File: config.mk
export PLATFORM = sky130hd
export DESIGN_NAME = edge_irq_capture
export DESIGN_NICKNAME = d
export VERILOG_FILES = /design/src/rtl/edge_irq_capture_pkg.sv /design/src/rtl/edge_irq_sync.sv /design/src/rtl/edge_irq_status.sv /design/src/rtl/edge_irq_capture.sv
export SDC_FILE = /design/constraint.sdc
export NUM_CORES = 1
export LEC_CHECK = 0
export BUFFER_PORTS_ARGS = -buffer_cell sky130_fd_sc_hd__buf_2
export CAP_MARGIN = 10
export CORE_ASPECT_RATIO = 0.8
export CORE_MARGIN = 2
export CORE_UTILIZATION = 50
export DETAILED_ROUTE_END_ITERATION = 8
export PLACE_DENSITY = 0.77
export SLEW_MARGIN = 20
export SYNTH_ARGS = -nofsm -noshare
export SYNTH_HDL_FRONTEND = slang
export SYNTH_SLANG_ARGS = --single-unit
File: constraint.sdc
create_clock -name clk -period 1.95 [get_ports clk]
set_input_delay 0.0975 -clock clk [delete_from_list [all_inputs] [get_ports clk]]
set_output_delay 0.0975 -clock clk [all_outputs]
set_load 0.01 [all_outputs]
File: src/rtl/edge_irq_capture_pkg.sv
package edge_irq_capture_pkg;

  function automatic logic [15:0] edge_hits(
    input logic [15:0] cur,
    input logic [15:0] prev,
    input logic [15:0] rise_mask,
    input logic [15:0] fall_mask
  );
    return ((cur & ~prev) & rise_mask) | ((~cur & prev) & fall_mask);
  endfunction

  function automatic logic [15:0] status_after(
    input logic [15:0] status,
    input logic [15:0] hits,
    input logic [15:0] clear_bits
  );
    return (status | hits) & ~clear_bits;
  endfunction

endpackage

File: src/rtl/edge_irq_sync.sv
module edge_irq_sync #(
  parameter int W = 16,
  parameter int STAGES = 2
) (
  input  logic         clk,
  input  logic         rst_n,
  input  logic [W-1:0] async_in,
  output logic [W-1:0] cur_o,
  output logic [W-1:0] prev_o
);
  logic [W-1:0] stg [STAGES];
  logic [W-1:0] prev_q;

  generate
    for (genvar s = 0; s < STAGES; s++) begin : g_stage
      if (s == 0) begin : g_first
        always_ff @(posedge clk or negedge rst_n)
          if (!rst_n) stg[s] <= '0;
          else        stg[s] <= async_in;
      end else begin : g_next
        always_ff @(posedge clk or negedge rst_n)
          if (!rst_n) stg[s] <= '0;
          else        stg[s] <= stg[s-1];
      end
    end
  endgenerate

  always_ff @(posedge clk or negedge rst_n)
    if (!rst_n) prev_q <= '0;
    else        prev_q <= stg[STAGES-1];

  assign cur_o  = stg[STAGES-1];
  assign prev_o = prev_q;
endmodule

File: src/rtl/edge_irq_status.sv
module edge_irq_status
  import edge_irq_capture_pkg::*;
(
  input  logic        clk,
  input  logic        rst_n,
  input  logic [15:0] cur,
  input  logic [15:0] prev,
  input  logic [15:0] rise_mask,
  input  logic [15:0] fall_mask,
  input  logic        clr_wr,
  input  logic [15:0] clr_wdata,
  output logic [15:0] status_o,
  output logic        irq_o
);
  logic [15:0] status_q;
  logic [15:0] clr_q;
  logic [15:0] clr_now;
  logic [15:0] hit_vec;

  assign hit_vec = edge_hits(cur, prev, rise_mask, fall_mask);
  assign clr_now = clr_wr ? clr_wdata : clr_q;

  always_ff @(posedge clk or negedge rst_n)
    if (!rst_n) begin
      status_q <= '0;
      clr_q    <= '0;
    end else begin
      status_q <= status_after(status_q, hit_vec, clr_now);
      clr_q    <= clr_now;
    end

  assign status_o = status_q;
  assign irq_o    = |status_q;

  // a status bit only rises after an armed edge on its line
  a_r5_no_spurious_set: assert property (@(posedge clk) disable iff (!rst_n)
    1'b1 |=> ((status_q & ~$past(status_q) & ~$past(hit_vec)) == 16'h0));

  // a set bit only falls when a clear is applied to it
  a_r6_sticky: assert property (@(posedge clk) disable iff (!rst_n)
    1'b1 |=> (($past(status_q) & ~status_q & ~$past(clr_now)) == 16'h0));

  // while the clear value holds a bit at 1, that status bit is 0
  a_r7_clear_holds: assert property (@(posedge clk) disable iff (!rst_n)
    (status_q & clr_q) == 16'h0);

  // the request can only go high after a capture
  a_r9_irq_rise_needs_capture: assert property (@(posedge clk) disable iff (!rst_n)
    $rose(irq_o) |-> $past(|hit_vec));
endmodule

File: src/rtl/edge_irq_capture.sv
module edge_irq_capture #(
  parameter int          ADDR_W      = 7,
  parameter int          SYNC_STAGES = 2,
  parameter logic [6:0]  ADDR_RISE   = 7'h5E,
  parameter logic [6:0]  ADDR_FALL   = 7'h60,
  parameter logic [6:0]  ADDR_STAT   = 7'h62
) (
  input  logic              clk,
  input  logic              rst_n,
  input  logic [ADDR_W-1:0] reg_addr,
  input  logic              reg_we,
  input  logic [15:0]       reg_wdata,
  output logic [15:0]       reg_rdata,
  input  logic [15:0]       evt_in,
  output logic              irq_out
);
  logic [15:0] rise_mask_q, fall_mask_q;
  logic [15:0] cur_s, prev_s, status_s;
  logic        sel_rise, sel_fall, sel_stat;

  assign sel_rise = (reg_addr == ADDR_RISE);
  assign sel_fall = (reg_addr == ADDR_FALL);
  assign sel_stat = (reg_addr == ADDR_STAT);

  always_ff @(posedge clk or negedge rst_n)
    if (!rst_n) begin
      rise_mask_q <= '0;
      fall_mask_q <= '0;
    end else if (reg_we) begin
      if (sel_rise) rise_mask_q <= reg_wdata;
      if (sel_fall) fall_mask_q <= reg_wdata;
    end

  edge_irq_sync #(.W(16), .STAGES(SYNC_STAGES)) u_sync (
    .clk(clk), .rst_n(rst_n), .async_in(evt_in),
    .cur_o(cur_s), .prev_o(prev_s)
  );

  edge_irq_status u_stat (
    .clk(clk), .rst_n(rst_n), .cur(cur_s), .prev(prev_s),
    .rise_mask(rise_mask_q), .fall_mask(fall_mask_q),
    .clr_wr(reg_we && sel_stat), .clr_wdata(reg_wdata),
    .status_o(status_s), .irq_o(irq_out)
  );

  always_comb begin
    reg_rdata = '0;
    if (sel_rise)      reg_rdata = rise_mask_q;
    else if (sel_fall) reg_rdata = fall_mask_q;
    else if (sel_stat) reg_rdata = status_s;
  end

  // a mask write is visible in the mask on the next cycle
  a_r2_rise_mask_write: assert property (@(posedge clk) disable iff (!rst_n)
    (reg_we && sel_rise) |=> (rise_mask_q == $past(reg_wdata)));
  a_r2_fall_mask_write: assert property (@(posedge clk) disable iff (!rst_n)
    (reg_we && sel_fall) |=> (fall_mask_q == $past(reg_wdata)));

  // writes elsewhere leave both masks alone
  a_r10_other_write_ignored: assert property (@(posedge clk) disable iff (!rst_n)
    (reg_we && !sel_rise && !sel_fall) |=> ($stable(rise_mask_q) && $stable(fall_mask_q)));
endmodule

==> run summary <==
DP Area = 0.00486 mm^2
Global-route wire length before repair = 15,100 um
Final Hold Fails = 0
Count of state elements after synthesis = 112
Worst min-delay path class = input port to asynchronous set/reset pin
Crit path kind = flip-flop to output port
Vias in the first global route = 3,014
Antenna Cells = 0
Total grt overflow = 0
Starting DRT DRC Count = 184
Mapped Nets = 359
RR Startpoint = u_sync.cur_o[10]
Crit. End Element = output port
Net Sw Frac = 24.5%
Share of the synthesized area in the top cell type = 63.6%
Adder-Cell Fraction of Synth Area = 0%
CTS H-tree lvls = 3
Post-synthesis compound-gate area fraction = 10.9%
Clk_lat worst skew = 390 ps
Post-route DRC = 0
Min Tclk post-route = 1730 ps
Finished Cell Area = 0.00537 mm^2
R2R setup slack = 980 ps
Final core utilization = 63.0%
Required time worst endpoint = 1850 ps
Gate power share = 9.0%
Via count = 2,877
Yosys warns = 0
Core footprint = 0.00852 mm^2
RSZ-0062 raised after global routing = false
Synth area leader = dfrtp_1
PD cells = 787 mW/mm^2
Final Cycle Share = 88.8%
Setup tns final = 0 ps
Number of buffers added on ports = 58
Clk pwr share = 30.3%
Post-Syn Area = 0.00441 mm^2
IO Count = 59
R2R cell count = 3
CTS tree = done
Post-synthesis mux area share = 13.5%
Total CTS buffers = 9
Commonest non-fill, non-tap cell in the layout = dfrtp_1
Number of distinct library cells after synthesis = 25
Setup bufs post-CTS = 0
DR WL/cell = 16.9 um
Final nets = 458
Layout cells sized above 1 = 31.8%
CTS sink count = 112
HPWL Detailed = 5900 um
Final setup viols = 0
Nature of the critical path startpoint = flip-flop
Largest family of logic cells by synthesized area = multiplexers
Max-cap violation count = 0
Drt via density = 5.40
Final setup skew = 12.7 ps
Pin count of the biggest net entering global routing = 42
CP Data Arrival Time = 1630 ps
Least-Margin Pin Slew = 454 ps
Commonest non-fill, non-tap cells in the layout = dfrtp_1, buf_2, dlygate4sd3_1
WL final = 9030 um
Starting Density = 51.7%
Area Growth Syn to Fin = 21.8%
Final antenna-violating net count = 0
Slew Limit Fails = 0
Root buf cell = clkbuf_8
Cells after Synth = 317
Main area contributors after synthesis = dfrtp_1, mux2_4, o221a_2, mux2i_1, o21ai_0
Leak pwr = 2.63 nW
Total GRT Usage = 21.1%
Status = finished clean
Synth Area in XOR/XNOR = 0%
First-pass DRT Iterations = 4
Switch Pwr = 0.00103 W
Simple-gate portion of the synthesized area = 8.86%
Die ar. = 0.00959 mm^2
Die width = 109 um
Row count = 30
Slew margin rel. = 69.5%
P_int = 0.00319 W
Reg2reg end = u_stat.status_o[10]
FMAX = 578 MHz
Die Ht = 88.0 um
Clock Tree Buf Depth = 2
Seq/Total Area, Yosys = 63.6%
Async S/R FF share, synth = 100%
CP max FO = 3
Mapped Avg Cell Area = 13.9 um^2
Initial antenna violation count = 0
Max IR drop VDD = 0.462 mV
Reg clk slew, reported paths = 100 ps
Post-synth top flop = dfrtp_1
Share of power burned in registers = 60.7%
Post-synth EDFFs = 0
Routability Congestion = 0.779
==> synth_stat cells (3+ instances only) <==
cell	count
buf_2	3
dfrtp_1	112
nand3_1	16
o2bb2ai_1	16
nand3b_1	16
o221a_2	16
mux2_4	20
o21ai_0	32
buf_6	3
nor4_1	4
inv_1	17
mux2i_1	16
clkbuf_1	6
mux2_2	12
nand2_1	18
==> worst max-delay path, stage by stage (launching register included) <==
cell     delay [ps]
dfrtp_1         430
nor4_1          460
nand4_1         180
buf_2           180
==> registers in the layout, indices dropped and copies added, names as in the netlist <==
signal           count
rise_mask_q         16
u_sync.cur_o        16
fall_mask_q         16
u_stat.status_o     16
u_sync.stg          16
u_sync.prev_o       16
u_stat.clr_q        16
==> per-stage QoR <==
| stage | instances | power [W] | setup slack (ps) | hold slack, ps |
|---|---|---|---|---|
| final | 533 | 0.00422 | 219 | 157 |
| after global placement | 484 | 0.00292 | 343 | 32.1 |
| after global routing | 533 | 0.00442 | 192 | 175 |
| after detailed placement | 484 | 0.00294 | 299 | 33.3 |
| after CTS | 533 | 0.00427 | 249 | 153 |
| after floorplan | 317 | 0.00276 | 511 | -198 |
==> final cells by class <==
type,instances,area [um^2]
clock buffer,11,141
clock inverter,5,38.8
fill,655,3150
inverter,17,63.8
multi-input combinational,175,1470
sequential,112,2800
tap,112,140
timing repair buffer,101,711
==> cells by family (layout without fill, tap and decap cells) <==
logic type / Yosys count / in the layout
DFF: 112 / 112
AOI/OAI and AO/OA: 64 / 64
and+or+nand+nor: 63 / 63
muxes: 48 / 48
buffers and inverters: 30 / 134
==> layer usage <==
| metal | part of all wire (%) | vias to the layer above | global-route usage [%] |
|---|---|---|---|
| li1 | - | 1349 | - |
| met1 | 48 | 1457 | 29.7 |
| met2 | 47 | 60 | 31.8 |
| met3 | 4.0 | 11 | 5.51 |
| met4 | 1.7 | 0 | 8.16 |
| met5 | 0 | - | 0 |
==> how the worst max path moves through the flow <==
stage                  startpoint         endpoint  slack (ps)
6_report       u_stat.status_o[3]          irq_out         220
5_1_grt        u_stat.status_o[3]          irq_out         190
4_1_cts        u_stat.status_o[3]          irq_out         250
3_5_place_dp          reg_addr[1]   rise_mask_q[8]         300
3_3_place_gp          reg_addr[1]  rise_mask_q[12]         340
2_1_floorplan         reg_addr[1]  rise_mask_q[10]         510
==> power by group through the flow <==
stage | Sequential (W) | Combinational (W) | Clock, W
2_1_floorplan | 0.00258 | 0.000184 | 0
3_3_place_gp | 0.00260 | 0.000321 | 0
3_5_place_dp | 0.00261 | 0.000333 | 0
4_1_cts | 0.00256 | 0.000386 | 0.00132
5_1_grt | 0.00258 | 0.000428 | 0.00141
6_report | 0.00256 | 0.000382 | 0.00128
==> what timing repair did <==
action	CTS	global route
hold buffers	33	0
endpoints found under the hold margin	118	0
gates resized for setup	0	0
endpoints found under the setup margin	0	0
No activity file was read; power rests on OpenSTA's default activity.
